--- src/rtl/memtest_pkg.sv ---
package memtest_pkg;
  localparam logic [1:0] RESP_OKAY  = 2'b00;
  localparam logic [1:0] BURST_INCR = 2'b01;

  typedef enum logic [2:0] {
    ST_IDLE,
    ST_AW,
    ST_W,
    ST_B,
    ST_AR,
    ST_R,
    ST_FIN
  } mt_state_e;
endpackage

--- src/rtl/memtest_pattern.sv ---
module memtest_pattern #(
  parameter int DATA_W = 32,
  parameter logic [DATA_W/2-1:0] PAT_EVEN = 16'hA5A5,
  parameter logic [DATA_W/2-1:0] PAT_ODD  = 16'h5A5A
) (
  input  logic              beat_odd,
  output logic [DATA_W-1:0] word
);
  localparam int HALF = DATA_W / 2;

  logic [HALF-1:0] lo;

  // low half alternates, high half is its complement
  assign lo   = beat_odd ? PAT_ODD : PAT_EVEN;
  assign word = {~lo, lo};
endmodule

--- src/rtl/memtest_addr_check.sv ---
module memtest_addr_check #(
  parameter int ADDR_W = 32,
  parameter int DATA_W = 32,
  parameter int BEATS  = 8,
  parameter logic [ADDR_W-1:0] WIN_LO = 32'h1000_0000,
  parameter logic [ADDR_W-1:0] WIN_HI = 32'h1FFF_FFFF
) (
  input  logic [ADDR_W-1:0] base,
  output logic              legal
);
  localparam int STRB_W      = DATA_W / 8;
  localparam int ALIGN_W     = $clog2(STRB_W);
  localparam int BURST_BYTES = BEATS * STRB_W;
  localparam logic [11:0] PAGE_LIMIT = 12'(4096 - BURST_BYTES);

  logic          aligned;
  logic          above_lo;
  logic          below_hi;
  logic          in_page;
  logic [ADDR_W:0] burst_end;

  assign burst_end = {1'b0, base} + (ADDR_W+1)'(BURST_BYTES - 1);
  assign aligned   = (base[ALIGN_W-1:0] == '0);
  assign above_lo  = (base >= WIN_LO);
  assign below_hi  = (burst_end <= {1'b0, WIN_HI});
  assign in_page   = (base[11:0] <= PAGE_LIMIT);
  assign legal     = aligned && above_lo && below_hi && in_page;
endmodule

--- src/rtl/memtest_rd_check.sv ---
module memtest_rd_check
  import memtest_pkg::*;
#(
  parameter int DATA_W = 32,
  parameter int BEATS  = 8
) (
  input  logic                       clk,
  input  logic                       rst,
  input  logic                       clr,
  input  logic                       beat_vld,
  input  logic [DATA_W-1:0]          rdata,
  input  logic [1:0]                 rresp,
  input  logic                       rlast,
  output logic [$clog2(BEATS+1)-1:0] err_cnt,
  output logic [$clog2(BEATS)-1:0]   first_idx,
  output logic                       frame_err
);
  localparam int IDX_W = $clog2(BEATS);
  localparam int CNT_W = $clog2(BEATS+1);

  logic [CNT_W-1:0]  idx;
  logic [DATA_W-1:0] expect_word;
  logic              in_burst;
  logic              beat_bad;
  logic              last_due;

  memtest_pattern #(.DATA_W(DATA_W)) u_exp (
    .beat_odd (idx[0]),
    .word     (expect_word)
  );

  assign in_burst = (idx < CNT_W'(BEATS));
  assign last_due = (idx == CNT_W'(BEATS - 1));
  assign beat_bad = (rdata != expect_word) || (rresp != RESP_OKAY);

  always_ff @(posedge clk) begin
    if (rst || clr) begin
      idx       <= '0;
      err_cnt   <= '0;
      first_idx <= '0;
      frame_err <= 1'b0;
    end else if (beat_vld) begin
      if (in_burst) begin
        idx <= idx + 1'b1;
        if (beat_bad) begin
          err_cnt <= err_cnt + 1'b1;
          if (err_cnt == '0) first_idx <= idx[IDX_W-1:0];
        end
        if (rlast != last_due) frame_err <= 1'b1;
      end else begin
        // beat beyond the requested length
        frame_err <= 1'b1;
      end
    end
  end
endmodule

--- src/rtl/memtest_axi_master.sv ---
module memtest_axi_master
  import memtest_pkg::*;
#(
  parameter int ADDR_W = 32,
  parameter int DATA_W = 32,
  parameter int BEATS  = 8,
  parameter logic [ADDR_W-1:0] WIN_LO = 32'h1000_0000,
  parameter logic [ADDR_W-1:0] WIN_HI = 32'h1FFF_FFFF
) (
  input  logic                       clk,
  input  logic                       rst,
  input  logic                       start,
  input  logic [ADDR_W-1:0]          base_addr,
  output logic                       done,
  output logic                       pass,
  output logic                       addr_err,
  output logic [$clog2(BEATS+1)-1:0] mismatch_cnt,
  output logic [$clog2(BEATS)-1:0]   first_fail_idx,
  output logic [ADDR_W-1:0]          m_awaddr,
  output logic [7:0]                 m_awlen,
  output logic [2:0]                 m_awsize,
  output logic [1:0]                 m_awburst,
  output logic                       m_awvalid,
  input  logic                       m_awready,
  output logic [DATA_W-1:0]          m_wdata,
  output logic [DATA_W/8-1:0]        m_wstrb,
  output logic                       m_wlast,
  output logic                       m_wvalid,
  input  logic                       m_wready,
  input  logic [1:0]                 m_bresp,
  input  logic                       m_bvalid,
  output logic                       m_bready,
  output logic [ADDR_W-1:0]          m_araddr,
  output logic [7:0]                 m_arlen,
  output logic [2:0]                 m_arsize,
  output logic [1:0]                 m_arburst,
  output logic                       m_arvalid,
  input  logic                       m_arready,
  input  logic [DATA_W-1:0]          m_rdata,
  input  logic [1:0]                 m_rresp,
  input  logic                       m_rlast,
  input  logic                       m_rvalid,
  output logic                       m_rready
);
  localparam int STRB_W    = DATA_W / 8;
  localparam int IDX_W     = $clog2(BEATS);
  localparam int CNT_W     = $clog2(BEATS+1);
  localparam int SIZE_CODE = $clog2(STRB_W);

  mt_state_e         state;
  logic [ADDR_W-1:0] base_q;
  logic [IDX_W-1:0]  wbeat;
  logic              awvalid_q, wvalid_q, wlast_q, bready_q, arvalid_q, rready_q;
  logic              bfail_q, done_q, pass_q, addr_err_q;
  logic              base_legal;
  logic              launch;
  logic              rbeat_vld;
  logic [CNT_W-1:0]  err_cnt;
  logic [IDX_W-1:0]  first_idx;
  logic              frame_err;

  memtest_addr_check #(
    .ADDR_W (ADDR_W),
    .DATA_W (DATA_W),
    .BEATS  (BEATS),
    .WIN_LO (WIN_LO),
    .WIN_HI (WIN_HI)
  ) u_addr (
    .base  (base_addr),
    .legal (base_legal)
  );

  memtest_pattern #(.DATA_W(DATA_W)) u_wpat (
    .beat_odd (wbeat[0]),
    .word     (m_wdata)
  );

  assign launch    = (state == ST_IDLE) && start && base_legal;
  assign rbeat_vld = m_rvalid && rready_q;

  memtest_rd_check #(
    .DATA_W (DATA_W),
    .BEATS  (BEATS)
  ) u_rchk (
    .clk       (clk),
    .rst       (rst),
    .clr       (launch),
    .beat_vld  (rbeat_vld),
    .rdata     (m_rdata),
    .rresp     (m_rresp),
    .rlast     (m_rlast),
    .err_cnt   (err_cnt),
    .first_idx (first_idx),
    .frame_err (frame_err)
  );

  always_ff @(posedge clk) begin
    if (rst) begin
      state      <= ST_IDLE;
      base_q     <= '0;
      wbeat      <= '0;
      awvalid_q  <= 1'b0;
      wvalid_q   <= 1'b0;
      wlast_q    <= 1'b0;
      bready_q   <= 1'b0;
      arvalid_q  <= 1'b0;
      rready_q   <= 1'b0;
      bfail_q    <= 1'b0;
      done_q     <= 1'b0;
      pass_q     <= 1'b0;
      addr_err_q <= 1'b0;
    end else begin
      case (state)
        ST_IDLE: begin
          if (start) begin
            pass_q <= 1'b0;
            if (base_legal) begin
              done_q     <= 1'b0;
              addr_err_q <= 1'b0;
              bfail_q    <= 1'b0;
              base_q     <= base_addr;
              awvalid_q  <= 1'b1;
              state      <= ST_AW;
            end else begin
              done_q     <= 1'b1;
              addr_err_q <= 1'b1;
            end
          end
        end
        ST_AW: begin
          if (m_awready) begin
            awvalid_q <= 1'b0;
            wvalid_q  <= 1'b1;
            wbeat     <= '0;
            wlast_q   <= (BEATS == 1);
            state     <= ST_W;
          end
        end
        ST_W: begin
          if (m_wready) begin
            if (wlast_q) begin
              wvalid_q <= 1'b0;
              wlast_q  <= 1'b0;
              bready_q <= 1'b1;
              state    <= ST_B;
            end else begin
              wbeat   <= wbeat + 1'b1;
              wlast_q <= (wbeat == IDX_W'(BEATS - 2));
            end
          end
        end
        ST_B: begin
          if (m_bvalid) begin
            bready_q  <= 1'b0;
            bfail_q   <= (m_bresp != RESP_OKAY);
            arvalid_q <= 1'b1;
            state     <= ST_AR;
          end
        end
        ST_AR: begin
          if (m_arready) begin
            arvalid_q <= 1'b0;
            rready_q  <= 1'b1;
            state     <= ST_R;
          end
        end
        ST_R: begin
          if (m_rvalid && m_rlast) begin
            rready_q <= 1'b0;
            state    <= ST_FIN;
          end
        end
        ST_FIN: begin
          done_q <= 1'b1;
          pass_q <= !bfail_q && !frame_err && (err_cnt == '0);
          state  <= ST_IDLE;
        end
        default: state <= ST_IDLE;
      endcase
    end
  end

  assign done           = done_q;
  assign pass           = pass_q;
  assign addr_err       = addr_err_q;
  assign mismatch_cnt   = err_cnt;
  assign first_fail_idx = first_idx;

  assign m_awaddr  = base_q;
  assign m_awlen   = 8'(BEATS - 1);
  assign m_awsize  = 3'(SIZE_CODE);
  assign m_awburst = BURST_INCR;
  assign m_awvalid = awvalid_q;
  assign m_wstrb   = '1;
  assign m_wlast   = wlast_q;
  assign m_wvalid  = wvalid_q;
  assign m_bready  = bready_q;
  assign m_araddr  = base_q;
  assign m_arlen   = 8'(BEATS - 1);
  assign m_arsize  = 3'(SIZE_CODE);
  assign m_arburst = BURST_INCR;
  assign m_arvalid = arvalid_q;
  assign m_rready  = rready_q;
endmodule

--- config.mk ---
export PLATFORM = sky130hd
export DESIGN_NAME = memtest_axi_master
export DESIGN_NICKNAME = d
export VERILOG_FILES = /design/src/rtl/memtest_pkg.sv /design/src/rtl/memtest_pattern.sv /design/src/rtl/memtest_addr_check.sv /design/src/rtl/memtest_rd_check.sv /design/src/rtl/memtest_axi_master.sv
export SDC_FILE = /design/constraint.sdc
export NUM_CORES = 1
export LEC_CHECK = 0
export BUFFER_PORTS_ARGS = -buffer_cell sky130_fd_sc_hd__buf_4
export CORE_ASPECT_RATIO = 1.25
export CORE_MARGIN = 4
export CORE_UTILIZATION = 47
export CTS_CLUSTER_DIAMETER = 200
export DETAILED_ROUTE_END_ITERATION = 6
export GPL_TIMING_DRIVEN = 0
export PLACE_DENSITY = 0.81
export RECOVER_POWER = 100
export REMOVE_ABC_BUFFERS = 1
export SYNTH_ARGS = -nofsm -noshare
export SYNTH_HDL_FRONTEND = slang
export SYNTH_HIERARCHICAL = 1
export SYNTH_SLANG_ARGS = --single-unit
--- constraint.sdc ---
create_clock -name clk -period 4.1 [get_ports clk]
set_input_delay 0.82 -clock clk [delete_from_list [all_inputs] [get_ports clk]]
set_output_delay 0.82 -clock clk [all_outputs]
set_load 0.005 [all_outputs]
# [Word-level counts from Yosys, hierarchy flattened]
# Index checks and enable logic that the tools add are counted.
[totals] romBits=0 wordCells=135 register_bits=60 latchBits=0 ram_bits=0 inputBits=77 out_inout_bits=142 n_memories=0
[op_classes] add_sub_neg=4 muxes=47 magnitude_cmp=4 n_div=0 n_eq_ne=20 n_shift=0 bitwise_logic=2 mul=0 reduce_logical=41
[op_table] cell="$add A32 B5 Y33 const B" n=1
[op_table] cell="$le A33 B29 Y1 const B" n=1
[op_table] cell="$mux W3" n=11
[op_table] cell="$ge A32 B29 Y1 const B" n=1
[op_table] cell="$mux W16" n=2
[op_table] cell="$ne A32 B32 Y1" n=1
[op_table] cell="$not A16 Y16" n=2
[op_table] cell="$reduce_and A4 Y1" n=6
[op_table] cell="$mux W1" n=23
[op_table] cell="$ne A2 B2 Y1 const B" n=10
[op_table] cell="$pmux W1 S2" n=9
[op_table] cell="$pmux W3 S6" n=1
[op_table] cell="$reduce_bool A2 Y1" n=9
[op_table] cell="$reduce_and A3 Y1" n=5
[op_table] cell="$eq A3 B3 Y1 const B" n=4
[op_table] cell="$le A12 B12 Y1 const B" n=1
[op_table] cell="$logic_and A1 B1 Y1" n=9
[op_table] cell="$add A4 B1 Y4 const B" n=2
[op_table] cell="$reduce_and A2 Y1" n=4
[op_table] cell="$reduce_and A8 Y1" n=1
[op_table] cell="$eq A3 B2 Y1 const B" n=2
[op_table] cell="$pmux W3 S2" n=1
[op_table] cell="$eq A4 B3 Y1 const B" n=1
[op_table] cell="$logic_not A4 Y1" n=1
[op_table] cell="8 further kinds" n=10

# [Logic depth before layout (Yosys ltp)]
[logic_depth] word_depth=7 mapped_depth=15 depth_no_buf=13

# [Hierarchy]
# The synthesis kept the hierarchy.
[modules_own_cells] module="memtest_axi_master" seq_area_each_um2=960.9 cells_per_inst=307 instances=1 area_each_um2=2683.8
[modules_own_cells] module="memtest_rd_check" seq_area_each_um2=240.2 cells_per_inst=103 instances=1 area_each_um2=897.1
[modules_own_cells] module="memtest_pattern" seq_area_each_um2=0.0 cells_per_inst=32 instances=2 area_each_um2=236.5
[modules_own_cells] module="memtest_addr_check" seq_area_each_um2=0.0 cells_per_inst=63 instances=1 area_each_um2=409.1

# [Worst setup path after synthesis]
# Ideal clock, no wire load.
[synth_path] kind="input-to-reg" from="input base_addr[0]" to="register u_rchk.err_cnt[1]" t_required_ps=4016 t_arrival_ps=3491 setup_ps=84 path_stages=14 slack_ps=525 cell_sequence="inv_1 ha_1 and2_4 buf_6 or4b_1 nand2_1 a31oi_1 o41a_1 nand2_2 clkinv_4 buf_12 or2_2 clkbuf_1 o31ai_2"
[synth_via] elab_chain_cells=6 word_cells_on_any_way=10 cone_classes="add/sub (1); order compare (3); reduce/logical (6)"
[synth_lines] element="start: declaration" line_no="memtest_axi_master.sv:13" rtl="input logic [ADDR_W-1:0] base_addr,"
[synth_lines] element="$add A32 B5 Y33, or another cell as far along" line_no="memtest_addr_check.sv:22" rtl="assign burst_end = {1'b0, base} + (ADDR_W+1)'(BURST_BYTES - 1);"
[synth_lines] element="$le A33 B29 Y1 / $logic_and A1 B1 Y1 (equally long branches)" line_no="memtest_addr_check.sv:25, memtest_addr_check.sv:27"
[synth_lines] element="$logic_and A1 B1 Y1" line_no="memtest_addr_check.sv:27" rtl="assign legal = aligned && above_lo && below_hi && in_page;"
[synth_lines] element="$logic_and A1 B1 Y1 *" line_no="memtest_addr_check.sv:27"
[synth_lines] element="named net base_legal" line_no="memtest_axi_master.sv:55" rtl="logic base_legal;"
[synth_lines] element="$logic_and A1 B1 Y1 *" line_no="memtest_axi_master.sv:78" rtl="assign launch = (state == ST_IDLE) && start && base_legal;"
[synth_lines] element="named net launch" line_no="memtest_axi_master.sv:56" rtl="logic launch;"
[synth_lines] element="$logic_or A1 B1 Y1 *" line_no="memtest_rd_check.sv:37" rtl="if (rst || clr) begin"
[synth_lines] element="end signal: assignment" line_no="memtest_rd_check.sv:46" rtl="err_cnt <= err_cnt + 1'b1;"
[synth_lines] element="end: declaration" line_no="memtest_rd_check.sv:14" rtl="output logic [$clog2(BEATS+1)-1:0] err_cnt,"
# Mark *: on every way through the listed nets, which the timed path passes. The rest lies on a longest branch.
# A chain may end at the register's enable or synchronous reset.

# [Worst setup path in the final report]
[layout_path] from="input base_addr[0]" to="register u_rchk.err_cnt[1]"
[layout_via] elab_chain_cells=6 word_cells_on_any_way=10 cone_classes="add/sub (1); order compare (3); reduce/logical (6)"
[layout_lines] element="$add A32 B5 Y33, or another cell as far along" line_no="memtest_addr_check.sv:22"
[layout_lines] element="$le A33 B29 Y1 / $logic_and A1 B1 Y1 (equally long branches)" line_no="memtest_addr_check.sv:25, memtest_addr_check.sv:27"
[layout_lines] element="$logic_and A1 B1 Y1" line_no="memtest_addr_check.sv:27"
[layout_lines] element="$logic_and A1 B1 Y1 *" line_no="memtest_addr_check.sv:27"
[layout_lines] element="named net base_legal" line_no="memtest_axi_master.sv:55"
[layout_lines] element="$logic_and A1 B1 Y1 *" line_no="memtest_axi_master.sv:78"
[layout_lines] element="$logic_or A1 B1 Y1 *" line_no="memtest_rd_check.sv:37"
# Marks and branches as above.

==> results.txt <==
----------------------------------------------------
[Routing]
  Top sig layer ... met4
  Drt total wl ... 10220 µm
  First DRT Iteration DRCs ... 107
  Met2 Wirelength ... 5467 µm
  Routed length on met3 ... 869 µm
  Via total after detailed routing ... 3680
  First-pass DRT Iterations ... 4
  Met1 Wirelength ... 3689 µm
  Average detailed-routed wire length per instance ... 13.70 µm
  Antenna Violating Nets Remaining ... 0
  Routed vias/inst ... 4.933
  Detailed-route DRC error count ... 0

[Setup path]
  Critical Path Fanout Max ... 35
  Buffer and inverter count on the worst path ... 3
  Crit path max-delay family ... compound AO/OA/AOI/OAI gates
  Crit. End Element ... register
  Crit Reg-Reg Startpoint ... u_rchk/idx[0]$_SDFFE_PP0P_
  Worst setup slack for register-to-register paths ... 0.76 ns
  Required arrival time at the worst endpoint ... 4.33 ns
  Sequence of cells on the critical path ... clkbuf_1, inv_1, ha_1, nor3b_1, o211ai_1, a2111oi_0, nand4_1, o41a_1, nand2_4, inv_8, or2_0, o31ai_2
  Destination of the worst register-to-register timing path ... u_rchk/err_cnt[3]$_SDFFE_PP0P_
  Largest stage delay on the critical path ... 0.60 ns
  Launching element type of the critical path ... input pin
  Worst reg-to-reg path cell count ... 7
  Critical path origin ... base_addr[0]
  Worst setup path category ... input pin to register
  Slowest-stage cell, CP ... a2111oi_0
  Worst Path Arrival ... 4.09 ns

[Timing]
  Final worst-path setup slack ... 0.2430 ns
  Post-route fraction of the period consumed by the critical path ... 94.07%
  RSZ-0062 raised after global routing ... no
  Max_slew headroom ... 33.57%
  Setup violations, final ... 0
  Clock skew ... 0.007424 ns
  Highest achievable clock rate ... 259.3 MHz
  Number of hold-slack violations in the final timing report ... 0
  Number of max-slew violations in the final report ... 0
  Min cycle time layout ... 3.857 ns
  Measured slew at the worst slew-check pin ... 0.9951 ns

[GRT]
  Total routing resource utilization after global routing ... 17.27%
  Initial antenna violation count ... 0
  First-pass GRT wire length ... 15260 µm
  Global route total overflow ... 0
  Largest net degree at the start of global routing ... 53
  Via count of the first global-routing pass ... 3324

[Worst hold path]
  Worst hold path depth ... 2
  End of the worst hold path ... u_rchk/frame_err$_SDFFE_PP0P_
  Worst hold path class ... register to register
  Critical hold path startpoint ... u_rchk/frame_err$_SDFFE_PP0P_

[Power]
  Logic gate share of total power ... 9.5%
  Sequential share of power ... 39.4%
  Power Density ... 284.8 nW/µm²
  Share of total power in the clock network ... 51.2%
  Switching part of the total ... 20.73%
  Cell leakage power ... 2.256 nW
  Internal portion of total power ... 0.001188 W
  Net switching power ... 0.0003106 W
  Worst supply voltage drop on vdd ... 0.0001649 V

[Clock network]
  Worst-Skew Late Latency ... 0.31 ns
  CTS Root Cell ... clkbuf_16
  Clk sink count ... 60
  CTS tree ... yes
  CTS max path bufs ... 2
  Number of CTS-inserted buffers ... 9
  Setup Buffers After CTS ... 0
  Clock transition at the registers of the reported paths ... 0.05 ns
  CTS H-tree lvls ... 3

[Final layout]
  Area added between synthesis and finish ... 17.89%
  Antenna diode instance count ... 0
  Net count of the finished layout ... 704
  Final standard cell area without fillers ... 5261 µm²
  Ratio of cells with drive above 1 in the final layout ... 37.56%
  Final core area utilization ... 57.05%

[Logic synthesis]
  Synthesis-stage register bit count ... 60
  Number of enable flip-flop cells after synthesis ... 0
  Ys flop type ... dfxtp_1
  Post-Syn Area ... 4463 µm²
  Cells after synthesis ... 537
  Total of warnings raised by yosys ... 6
  Distinct cell type count after synthesis ... 61
  Share of flip-flops with an asynchronous set or reset ... 0%
  Avg Cell Area, Syn ... 8.311 µm²
  Portion of the post-synthesis area used by sequential elements ... 26.91%

[Floorplan]
  Site Rows ... 39
  Die width ... 95.16 µm
  Io pins ... 219
  Area inside the core boundary ... 9223 µm²
  Floorplan die height ... 117.0 µm
  Effective utilization at floorplan ... 48.39%
  DIE AREA ... 11130 µm²

[Run status]
  Outcome ... complete, no violations

[Placement]
  RD Place Congestion ... 0.7622
  Post-DP HPWL ... 8041 µm
  Worst-case setup slack after placement ... -0.6277 ns
  Number of buffers inserted by port buffering ... 188
  Placed Instance Area ... 5039 µm²

[Run]
  Max-cap check violation count ... 0

----------------------------------------------------
## cell type report
class / instances / area [µm²]
sequential: 60 / 1201
clock inverter: 1 / 30.03
multi-input combinational: 349 / 2155
clock buffer: 13 / 280.3
timing repair buffer: 188 / 1389
fill: 850 / 3961
inverter: 12 / 52.55
tap: 123 / 153.9
## power groups by stage
stage / clock (W) / combinational, W / sequential [W]
floorplan: 0 / 0.0000457 / 0.000602
global placement: 0 / 0.000143 / 0.000601
detailed placement: 0 / 0.000145 / 0.000602
CTS: 0.000786 / 0.000146 / 0.000590
global route: 0.000816 / 0.000156 / 0.000589
finish: 0.000767 / 0.000142 / 0.000590
## worst max-delay path by stage
stage	end	slack [ns]	cells past startpoint
2_1_floorplan	u_rchk/err_cnt[1]$_SDFFE_PP0P_	0.30	11
3_3_place_gp	u_rchk/first_idx[0]$_SDFFE_PP0P_	-0.46	14
3_5_place_dp	u_rchk/first_idx[0]$_SDFFE_PP0P_	-0.63	14
4_1_cts	u_rchk/first_idx[0]$_SDFFE_PP0P_	0.02	14
5_1_grt	u_rchk/first_idx[1]$_SDFFE_PP0P_	0.06	14
6_report	u_rchk/err_cnt[1]$_SDFFE_PP0P_	0.24	12
## cell families (layout without fill, tap and decap cells)
kind of cell | after synthesis | in the layout | share of synthesized area, %
and+or+nand+nor | 185 | 185 | 22.51
buffers and inverters | 156 | 214 | 25.65
AOI/OAI and AO/OA | 78 | 78 | 12.95
DFF | 60 | 60 | 26.91
xor gates and xnor gates | 42 | 42 | 8.242
adders and majority gates | 7 | 7 | 1.962
muxes | 7 | 7 | 1.598
other | 2 | 30 | 0.1683
## metal layers
layer | vias to the layer above | GRT usage [%]
li1 | 1814 | -
met1 | 1683 | 17.73
met2 | 164 | 32.84
met3 | 19 | 4.859
met4 | 0 | 6.352
met5 | - | 0
## registers in the layout (all words and copies together), names as in the netlist
| signal | count |
|---|---|
| m_wlast | 1 |
| u_rchk/idx | 4 |
| u_rchk/err_cnt | 4 |
| pass | 1 |
| m_bready | 1 |
| done | 1 |
| u_rchk/frame_err | 1 |
| wbeat | 3 |
| m_wvalid | 1 |
| addr_err | 1 |
| u_rchk/first_idx | 3 |
| m_arvalid | 1 |
| m_rready | 1 |
| m_awvalid | 1 |
| m_araddr | 32 |
| state | 3 |
| bfail_q | 1 |
## per-stage QoR
| stage | cells | hold WS, ns | TNS, ns | total power (W) |
|---|---|---|---|---|
| finish | 746 | 0.4457 | 0 | 0.001499 |
| global route | 746 | 0.4847 | 0 | 0.001562 |
| CTS | 746 | 0.4479 | 0 | 0.001522 |
| detailed placement | 732 | 0.4402 | -10.77 | 0.0007469 |
| global placement | 732 | 0.4361 | -5.159 | 0.0007444 |
| floorplan | 421 | 0.4221 | 0 | 0.0006475 |
## synthesized netlist by cell type (7+ instances only)
cell type | count | area, µm²
xor2_1 | 33 | 289.0
nor2_1 | 25 | 93.84
a21oi_2 | 28 | 245.2
buf_4 | 124 | 930.9
inv_1 | 11 | 41.29
a21oi_1 | 23 | 115.1
xnor2_1 | 9 | 78.83
nand3_1 | 11 | 55.05
dfxtp_1 | 60 | 1201
nand2_1 | 55 | 206.5
nand2_2 | 29 | 181.4
nor4_1 | 8 | 50.05
nor3_1 | 7 | 35.03
clkbuf_1 | 8 | 30.03
nand4_1 | 10 | 62.56
ha_1 | 7 | 87.58
## timing repair
item,in CTS,in global routing
hold buffers,0,0
gates resized for setup,1,2
endpoints found under the setup margin,12,12
## placed cells by master, fill, tap and decap left out, types with 7 or more instances in the layout
master,n
conb_1,30
nor2_1,25
nor4_1,8
nand4_1,10
inv_1,11
buf_4,75
clkbuf_4,107
a21oi_2,28
nand3_1,11
dfxtp_1,60
nand2_1,83
ha_1,7
nor3_1,7
a21oi_1,23
clkbuf_16,9
xor2_1,33
xnor2_1,9
## worst reg2reg max path: stages, from the launching register on
cell and delay, ns:
dfxtp_1 0.97, inv_1 0.64, xnor2_1 0.32, nand4_1 0.10, or4_1 0.49, o31ai_1 0.44, or3_1 0.18, a21oi_1 0.06
Power figures use the tool's default switching activity.
